[config.mk]
export PLATFORM = sky130hd
export DESIGN_NAME = pport_sender
export DESIGN_NICKNAME = d
export VERILOG_FILES = /design/src/rtl/pport_pkg.sv /design/src/rtl/pport_sync.sv /design/src/rtl/pport_addr_ctr.sv /design/src/rtl/pport_fsm.sv /design/src/rtl/pport_sender.sv
export SDC_FILE = /design/constraint.sdc
export NUM_CORES = 1
export LEC_CHECK = 0
export CAP_MARGIN = 25
export CELL_PAD_IN_SITES_DETAIL_PLACEMENT = 2
export CELL_PAD_IN_SITES_GLOBAL_PLACEMENT = 2
export CORE_AREA = 2 2 68 57
export CTS_CLUSTER_SIZE = 25
export DETAILED_ROUTE_END_ITERATION = 8
export DIE_AREA = 0 0 70 59
export GPL_TIMING_DRIVEN = 0
export MAX_ROUTING_LAYER = met4
export PLACE_DENSITY = 0.76
export SYNTH_ARGS = -nofsm -noshare
export SYNTH_HDL_FRONTEND = slang
export SYNTH_HIERARCHICAL = 1
export SYNTH_SLANG_ARGS = --single-unit
[constraint.sdc]
create_clock -name clk -period 1 [get_ports clk]
set_input_delay 0.2 -clock clk [delete_from_list [all_inputs] [get_ports clk]]
set_output_delay 0.2 -clock clk [all_outputs]
set_load 0.01 [all_outputs]
[src/rtl/pport_pkg.sv]
package pport_pkg;
  typedef enum logic [2:0] {
    ST_IDLE    = 3'd0,
    ST_FETCH   = 3'd1,
    ST_LATCH   = 3'd2,
    ST_OFFER   = 3'd3,
    ST_RELEASE = 3'd4
  } xfer_state_t;
endpackage

[src/rtl/pport_sync.sv]
module pport_sync #(
  parameter int STAGES = 2
) (
  input  logic clk,
  input  logic rst_n,
  input  logic d_i,
  output logic q_o
);
  logic [STAGES-1:0] chain_q;

  generate
    if (STAGES == 1) begin : g_one
      always_ff @(posedge clk or negedge rst_n) begin
        if (!rst_n) chain_q <= '0;
        else        chain_q <= d_i;
      end
    end else begin : g_many
      always_ff @(posedge clk or negedge rst_n) begin
        if (!rst_n) chain_q <= '0;
        else        chain_q <= {chain_q[STAGES-2:0], d_i};
      end
    end
  endgenerate

  assign q_o = chain_q[STAGES-1];
endmodule

[src/rtl/pport_addr_ctr.sv]
module pport_addr_ctr #(
  parameter int DEPTH  = 128,
  localparam int ADDR_W = $clog2(DEPTH)
) (
  input  logic              clk,
  input  logic              rst_n,
  input  logic              clr_i,
  input  logic              inc_i,
  output logic [ADDR_W-1:0] addr_o,
  output logic              last_o
);
  localparam logic [ADDR_W-1:0] LAST_ADDR = ADDR_W'(DEPTH - 1);

  logic [ADDR_W-1:0] addr_q, addr_d;
  logic              addr_en;

  always_comb begin
    addr_en = clr_i | inc_i;
    addr_d  = clr_i ? '0 : addr_q + 1'b1;
  end

  always_ff @(posedge clk or negedge rst_n) begin
    if (!rst_n)       addr_q <= '0;
    else if (addr_en) addr_q <= addr_d;
  end

  assign addr_o = addr_q;
  assign last_o = (addr_q == LAST_ADDR);
endmodule

[src/rtl/pport_fsm.sv]
module pport_fsm
  import pport_pkg::*;
(
  input  logic clk,
  input  logic rst_n,
  input  logic start_i,
  input  logic strb_s_i,
  input  logic last_i,
  output logic clr_o,
  output logic inc_o,
  output logic latch_o,
  output logic wait_o,
  output logic done_o
);
  xfer_state_t state_q, state_d;
  logic        done_d, done_q, wait_q;

  always_comb begin
    state_d = state_q;
    clr_o   = 1'b0;
    inc_o   = 1'b0;
    latch_o = 1'b0;
    done_d  = 1'b0;
    unique case (state_q)
      ST_IDLE: begin
        if (start_i) begin
          clr_o   = 1'b1;
          state_d = ST_FETCH;
        end
      end
      ST_FETCH:  state_d = ST_LATCH;
      ST_LATCH: begin
        latch_o = 1'b1;
        state_d = ST_OFFER;
      end
      ST_OFFER: begin
        if (strb_s_i) state_d = ST_RELEASE;
      end
      ST_RELEASE: begin
        if (!strb_s_i) begin
          if (last_i) begin
            done_d  = 1'b1;
            state_d = ST_IDLE;
          end else begin
            inc_o   = 1'b1;
            state_d = ST_FETCH;
          end
        end
      end
      default: state_d = ST_IDLE;
    endcase
  end

  always_ff @(posedge clk or negedge rst_n) begin
    if (!rst_n) begin
      state_q <= ST_IDLE;
      wait_q  <= 1'b1;
      done_q  <= 1'b0;
    end else begin
      state_q <= state_d;
      wait_q  <= (state_d != ST_OFFER);
      done_q  <= done_d;
    end
  end

  assign wait_o = wait_q;
  assign done_o = done_q;
endmodule

[src/rtl/pport_sender.sv]
module pport_sender #(
  parameter int DATA_W      = 8,
  parameter int DEPTH       = 128,
  parameter int SYNC_STAGES = 2,
  localparam int ADDR_W     = $clog2(DEPTH)
) (
  input  logic              clk,
  input  logic              rst_n,
  input  logic              start_i,
  input  logic              strobe_i,
  output logic [ADDR_W-1:0] rd_addr_o,
  input  logic [DATA_W-1:0] rd_data_i,
  output logic [DATA_W-1:0] data_o,
  output logic              wait_o,
  output logic              done_o
);
  logic [1:0]        rst_sync_q;
  logic              rst_int_n;
  logic              strb_s, clr, inc, latch, last;
  logic [DATA_W-1:0] data_q;

  // assertion asynchronous, release aligned to clk
  always_ff @(posedge clk or negedge rst_n) begin
    if (!rst_n) rst_sync_q <= 2'b00;
    else        rst_sync_q <= {rst_sync_q[0], 1'b1};
  end
  assign rst_int_n = rst_sync_q[1];

  pport_sync #(.STAGES(SYNC_STAGES)) i_strb_sync (
    .clk(clk), .rst_n(rst_int_n), .d_i(strobe_i), .q_o(strb_s)
  );

  pport_addr_ctr #(.DEPTH(DEPTH)) i_addr (
    .clk(clk), .rst_n(rst_int_n), .clr_i(clr), .inc_i(inc),
    .addr_o(rd_addr_o), .last_o(last)
  );

  pport_fsm i_fsm (
    .clk(clk), .rst_n(rst_int_n), .start_i(start_i), .strb_s_i(strb_s),
    .last_i(last), .clr_o(clr), .inc_o(inc), .latch_o(latch),
    .wait_o(wait_o), .done_o(done_o)
  );

  always_ff @(posedge clk or negedge rst_int_n) begin
    if (!rst_int_n)  data_q <= '0;
    else if (latch)  data_q <= rd_data_i;
  end
  assign data_o = data_q;
endmodule

==> results.json, run 1 <==
{
  "max_freq_mhz": 560.2,
  "endpoint_kind": "flop",
  "crit_fanout": 4,
  "synth_top_area_share_pct": 58.01,
  "clock_latency_ns": 0.28,
  "rows": 19,
  "worst_pin_slew_ns": 0.5226,
  "syn_to_final_growth_pct": 78.31,
  "die_w_um": 70,
  "power.density_nw_per_um2": 2766,
  "antenna_found_initial": 0,
  "reg2reg_depth": 7,
  "cts_tree": "done",
  "drt_iter0_markers": 29,
  "start_util_pct": 29.39,
  "ys.warnings.count": 6,
  "syn_area_per_cell_um2": 13.59,
  "fin_crit_ns": 1.785,
  "status": "finished with violations",
  "violations": "negative setup slack",
  "r2r-end": "i_addr/addr_o[5]$_DFFE_PN0P_",
  "nFillCells": 329,
  "synth_area_leaders": "dfrtp_1 (58%), mux2_4 (12%), nor2_1 (3.0%)",
  "clockRootBuffer": "clkbuf_8",
  "ys_seq_area_share_pct": 60.66,
  "place_worst_setup_slack_ns": -0.8509,
  "synth_cells": 73,
  "finalSetupViolations": 35,
  "hpwl_mm": 1.716,
  "ys_ff_latch": 24,
  "hold_path.class": "in2async",
  "drive_gt1_share_pct": 62.59,
  "synthArstFlopShare_pct": 100.0,
  "cts_buffer_depth": 2,
  "placed_cells": 144,
  "numCtsBuffers": 3,
  "relSlewSlack_pct": 65.16,
  "power.leakage_nw": 0.8428,
  "viasPerCell": 4.691,
  "drv_slew": 0,
  "dieArea_um2": 4130,
  "critPathKind": "reg2reg",
  "dieHeight_um": 59,
  "grt_pass1_vias": 920,
  "gr-usage-all-layers_pct": 16.27,
  "wl_per_cell_um": 21.37,
  "critPathArrivalTime_ns": 1.99,
  "fin_util_pct": 52.41,
  "fin_crit_sh_pct": 178.5,
  "hold_violations": 0,
  "synth_area_um2": 992.2,
  "firstDrtPassIters": 4,
  "startpoint": "i_addr/addr_o[1]$_DFFE_PN0P_",
  "cts_num_sinks": 24,
  "ant_nets": 0,
  "cp-endpoint": "i_addr/addr_o[5]$_DFFE_PN0P_",
  "ctsHoldBuffers": 0,
  "synth_top_area_cell": "dfrtp_1",
  "fin_ws_ns": -0.7851,
  "path_cells": "ha_4 > nand2_4 > nor2_2 > and4bb_4 > nand4_4 > or3_4 > a21oi_2",
  "synth_edf_count": 0,
  "syn_nets": 86,
  "worst_clock_skew_ns": 0.01081,
  "fin_cells": 181,
  "nets": 153,
  "drv_cap": 0,
  "crit_path_top_delay_cell": "dfrtp_2",
  "core_area_um2": 3376,
  "grt_max_degree": 23,
  "crit_required_ns": 1.20,
  "max_stage_delay_ns": 0.44,
  "grt_pass1_wl_mm": 4.830,
  "peakVddDrop_uv": 1380,
  "vias": 849,
  "htree_levels": 1,
  "place_congestion": 0.6948,
  "n_antenna_cell": 0,
  "rsz0062_at_grt": "yes",
  "port_buffers": 28,
  "drc": 0,
  "r2r_start": "i_addr/addr_o[1]$_DFFE_PN0P_",
  "ys_types": 26,
  "pin_count": 29,
  "routed_wl_mm": 3.868,
  "start_kind": "flop",
  "synth_ff_type": "dfrtp_1",
  "synth_common_cells": "dfrtp_1 (23), mux2_4 (8), nor2_1 (8)",
  "grt_overflow_total": 0,
  "r2r_slack_ns": -0.79,
  "path_clk_slew_ns": 0.09,
  "yosysMostFrequentCell": "dfrtp_1"
}
-- kinds of logic (layout without fill, tap and decap cells) --
family | after synthesis | count (layout) | synth area share, %
compound gates | 6 | 6 | 3.658
buf+inv | 1 | 67 | 1.135
mux | 9 | 9 | 13.12
fa+ha+maj | 1 | 1 | 1.261
simple gates | 27 | 27 | 16.27
xor+xnor | 4 | 4 | 3.532
other cells | 1 | 1 | 0.3779
flops | 24 | 24 | 60.66
-- repair_timing --
action	CTS	global route
buffers inserted	20	16
gates resized for setup	88	26
pin swaps	11	9
setup endpoints to repair	56	36
-- critical path, delay by kind of cell (launching register included) --
| kind | cells | cell delay (ns) |
|---|---|---|
| flip-flops | 1 | 0.44 |
| AND/OR/NAND/NOR | 5 | 0.96 |
| AO/OA/AOI/OAI | 1 | 0.13 |
| adder cells (fa/ha/maj) | 1 | 0.18 |
-- stage by stage --
| step | cell area (um2) | setup TNS, ns | hold WS (ns) | total power (W) |
|---|---|---|---|---|
| 2_1_floorplan | 1016 | -5.974 | -0.09559 | 0.002451 |
| 3_3_place_gp | 1349 | -12.26 | 0.3326 | 0.003099 |
| 3_5_place_dp | 1354 | -10.88 | 0.3410 | 0.003185 |
| 4_1_cts | 1572 | -8.473 | 0.06530 | 0.004297 |
| 5_1_grt | 1769 | -12.27 | 0.06438 | 0.005163 |
| 6_report | 1769 | -10.88 | 0.07071 | 0.004894 |
-- routing by layer --
layer	wire [um]	share of wire, %	GRT usage (%)
met2	2069	53	27.76
met5	0	0	-
met3	81	2.1	4.252
met4	38	0.98	4.121
met1	1679	43	19.57
-- registers in the layout, summed over array words and instances, names as in the netlist --
| signal | cells |
|---|---|
| i_fsm/done_o | 1 |
| i_fsm/state_q | 3 |
| data_o | 8 |
| i_strb_sync/chain_q | 2 |
| rst_sync_q | 2 |
| i_fsm/wait_o | 1 |
| i_addr/addr_o | 7 |
-- worst min-delay path by stage --
| stage | startpoint | end | cells past startpoint |
|---|---|---|---|
| detailed placement | rst_sync_q[0]$_DFF_PN0_ | rst_sync_q[1]$_DFF_PN0_ | 0 |
| global placement | i_strb_sync/chain_q[0]$_DFF_PN0_ | i_strb_sync/chain_q[1]$_DFF_PN0_ | 0 |
| CTS | rst_n | rst_sync_q[1]$_DFF_PN0_ | 1 |
| floorplan | rst_n | rst_sync_q[0]$_DFF_PN0_ | 0 |
| global route | rst_n | rst_sync_q[0]$_DFF_PN0_ | 1 |
| finish | rst_n | rst_sync_q[0]$_DFF_PN0_ | 1 |
-- final cells by class --
cell class	instances	area [um2]	share of cell area, %
Buffer	1	15.01	0.8487
Sequential cell	24	609.3	34.44
Tap cell	42	52.55	2.970
Clock buffer	3	41.29	2.334
Timing Repair Buffer	62	560.5	31.68
Multi-Input combinational cell	48	460.4	26.03
Clock inverter	1	30.03	1.697
-- cells in the final DEF, fill, tap and decap left out, drive strengths merged --
cell type,synthesis,layout
xnor2,1,1
nand2,5,5
nand4,3,3
a21oi,2,2
clkbuf,0,3
buf,1,52
and4bb,1,1
a21boi,1,1
nor4b,1,1
mux2i,1,1
xor2,3,3
and4b,1,1
nand3b,2,2
bufinv,0,1
dfrtp,23,23
clkdlybuf4s50,0,11
nand2b,1,1
a21o,1,1
conb,1,1
o21ai,2,2
mux2,8,8
nor3,1,1
or3,2,2
nor2,9,9
ha,1,1
dfstp,1,1
and3,1,1
-- power breakdown --
group	total, W	switching (W)	internal (W)
registers	0.00167	0.000366	0.00131
clock network	0.000869	0.000333	0.000536
logic	0.00235	0.000916	0.00144
total	0.00489	0.00161	0.00328
Power figures use the tool's default switching activity.
==> run 2: changes to the inputs <==
--- a/config.mk
+++ b/config.mk
@@ -5,7 +5,7 @@
 export SDC_FILE = /design/constraint.sdc
 export NUM_CORES = 1
 export LEC_CHECK = 0
-export CAP_MARGIN = 25
+export CAP_MARGIN = 20
 export CELL_PAD_IN_SITES_DETAIL_PLACEMENT = 2
 export CELL_PAD_IN_SITES_GLOBAL_PLACEMENT = 2
 export CORE_AREA = 2 2 68 57
==> results of run 2 <==
Same layout as run 1: the final DEF is identical, and so are final timing and power.
==> run 3: changes to the inputs <==
--- a/config.mk
+++ b/config.mk
@@ -15,6 +15,8 @@
 export GPL_TIMING_DRIVEN = 0
 export MAX_ROUTING_LAYER = met4
 export PLACE_DENSITY = 0.76
+export SETUP_SLACK_MARGIN = 0.2
+export SKIP_LAST_GASP = 1
 export SYNTH_ARGS = -nofsm -noshare
 export SYNTH_HDL_FRONTEND = slang
 export SYNTH_HIERARCHICAL = 1
==> results.json, run 3 (synthesis gave the netlist of run 1 again) <==
{
  "dieHeight_um": 59,
  "die_w_um": 70,
  "fin_crit_sh_pct": 168.8,
  "core_area_um2": 3376,
  "endpoint_kind": "flop",
  "worst_pin_slew_ns": 0.5838,
  "rsz0062_at_grt": "yes",
  "routed_wl_mm": 3.521,
  "grt_max_degree": 23,
  "drt_iter0_markers": 17,
  "clockRootBuffer": "clkbuf_8",
  "cts_num_sinks": 24,
  "ctsHoldBuffers": 0,
  "power.density_nw_per_um2": 2733,
  "ant_nets": 0,
  "drv_slew": 0,
  "fin_crit_ns": 1.688,
  "place_congestion": 0.6992,
  "hold_path.class": "in2async",
  "hold_violations": 0,
  "crit_path_top_delay_cell": "dfrtp_2",
  "syn_to_final_growth_pct": 69.48,
  "grt_pass1_wl_mm": 4.602,
  "path_buf_inv": 1,
  "drv_cap": 0,
  "rows": 19,
  "cts_tree": "done",
  "grt_overflow_total": 0,
  "clock_latency_ns": 0.27,
  "firstDrtPassIters": 4,
  "critPathArrivalTime_ns": 1.88,
  "dieArea_um2": 4130,
  "hpwl_mm": 1.687,
  "n_antenna_cell": 0,
  "max_freq_mhz": 592.5,
  "critPathKind": "reg2reg",
  "numCtsBuffers": 3,
  "worst_clock_skew_ns": 0.01211,
  "wl_per_cell_um": 19.67,
  "antenna_found_initial": 0,
  "crit_required_ns": 1.19,
  "power.leakage_nw": 0.7958,
  "status": "finished with violations",
  "start_util_pct": 29.39,
  "drive_gt1_share_pct": 62.04,
  "power_w": 0.004596,
  "cp_top_family": "simple AND/OR/NAND/NOR gates",
  "gr-usage-all-layers_pct": 14.98,
  "layout_common_cells": "buf_4 (24), dfrtp_1 (16), buf_6 (14)",
  "grt_pass1_vias": 904,
  "fin_ws_ns": -0.6879,
  "peakVddDrop_uv": 1490,
  "start_kind": "flop",
  "pin_count": 29,
  "htree_levels": 1,
  "nets": 151,
  "vias": 838,
  "crit_fanout": 4,
  "relSlewSlack_pct": 60.53,
  "largest_reg_flops": 8,
  "nFillCells": 334,
  "port_buffers": 28,
  "drc": 0,
  "path_clk_slew_ns": 0.09,
  "cts_buffer_depth": 2,
  "final_common_cell": "buf_4",
  "finalSetupViolations": 33,
  "violations": "negative setup slack",
  "viasPerCell": 4.682,
  "holdWs_ns": 0.08987,
  "max_stage_delay_ns": 0.43,
  "path_cells": "ha_4 > nand2_2 > nor2_2 > and4bb_4 > nand4_4 > buf_4 > xor2_1 > nor2_1"
}
## run 3: worst register-to-register path: stages, from the launching register on
cell	delay, ns
dfrtp_2	0.43
ha_4	0.18
nand2_2	0.06
nor2_2	0.04
and4bb_4	0.35
nand4_4	0.11
buf_4	0.16
xor2_1	0.14
nor2_1	0.15
## run 3: final timing paths
path	from	to	slack (ns)	cells after the start
worst max register to register	i_addr/addr_o[1]$_DFFE_PN0P_	i_addr/addr_o[3]$_DFFE_PN0P_	-0.69	8
worst min-delay path	rst_n	rst_sync_q[0]$_DFF_PN0_	0.09	1
worst max-delay path	i_addr/addr_o[1]$_DFFE_PN0P_	i_addr/addr_o[3]$_DFFE_PN0P_	-0.69	8
min in group clk	i_strb_sync/chain_q[0]$_DFF_PN0_	i_strb_sync/chain_q[1]$_DFF_PN0_	0.35	0
worst min register to register	rst_sync_q[1]$_DFF_PN0_	i_addr/addr_o[3]$_DFFE_PN0P_	0.23	0
max in group asynchronous	rst_sync_q[1]$_DFF_PN0_	i_fsm/state_q[1]$_DFF_PN0_	0.39	0
## run 3: what timing repair did
action	4_1_cts	5_1_grt
setup endpoints to repair	59	37
resized for setup	85	13
setup buffers	18	13
pin swaps	3	5
## run 3: per-stage QoR
step / instance area [um2] / std cells / TNS, ns / worst slack, ns / util [%]
finish: 1682 / 179 / -10.65 / -0.6879 / 49.81
CTS: 1541 / 166 / -8.957 / -0.7248 / 45.66
floorplan: 1016 / 73 / -5.975 / -0.6714 / -
detailed placement: 1354 / 144 / -10.48 / -0.8051 / 40.10
global route: 1682 / 179 / -12.07 / -0.7794 / 49.81
global placement: 1349 / 143 / -12.27 / -1.008 / 39.96
## run 3: metal layers
metal	GRT usage [%]	share of wire, %
met1	18.74	45
met5	-	0
met3	3.912	2.4
met2	25.31	52
met4	2.473	0.23
## run 3: where the power goes
group | leakage (nW) | total (W) | internal (W) | switching, W
clock | 0.0288 | 0.000665 | 0.000352 | 0.000314
sequential | 0.289 | 0.00161 | 0.00131 | 0.000301
combinational | 0.478 | 0.00232 | 0.00137 | 0.000954
total | 0.796 | 0.00460 | 0.00303 | 0.00157
## run 3: area by class of cell
type / instances / area, um2 / area share (%)
buffer: 1 / 15.01 / 0.8929
multi-input combinational: 48 / 445.4 / 26.49
tap: 42 / 52.55 / 3.125
sequential: 24 / 610.6 / 36.31
clock buffer: 4 / 55.05 / 3.274
timing repair buffer: 60 / 503.0 / 29.91
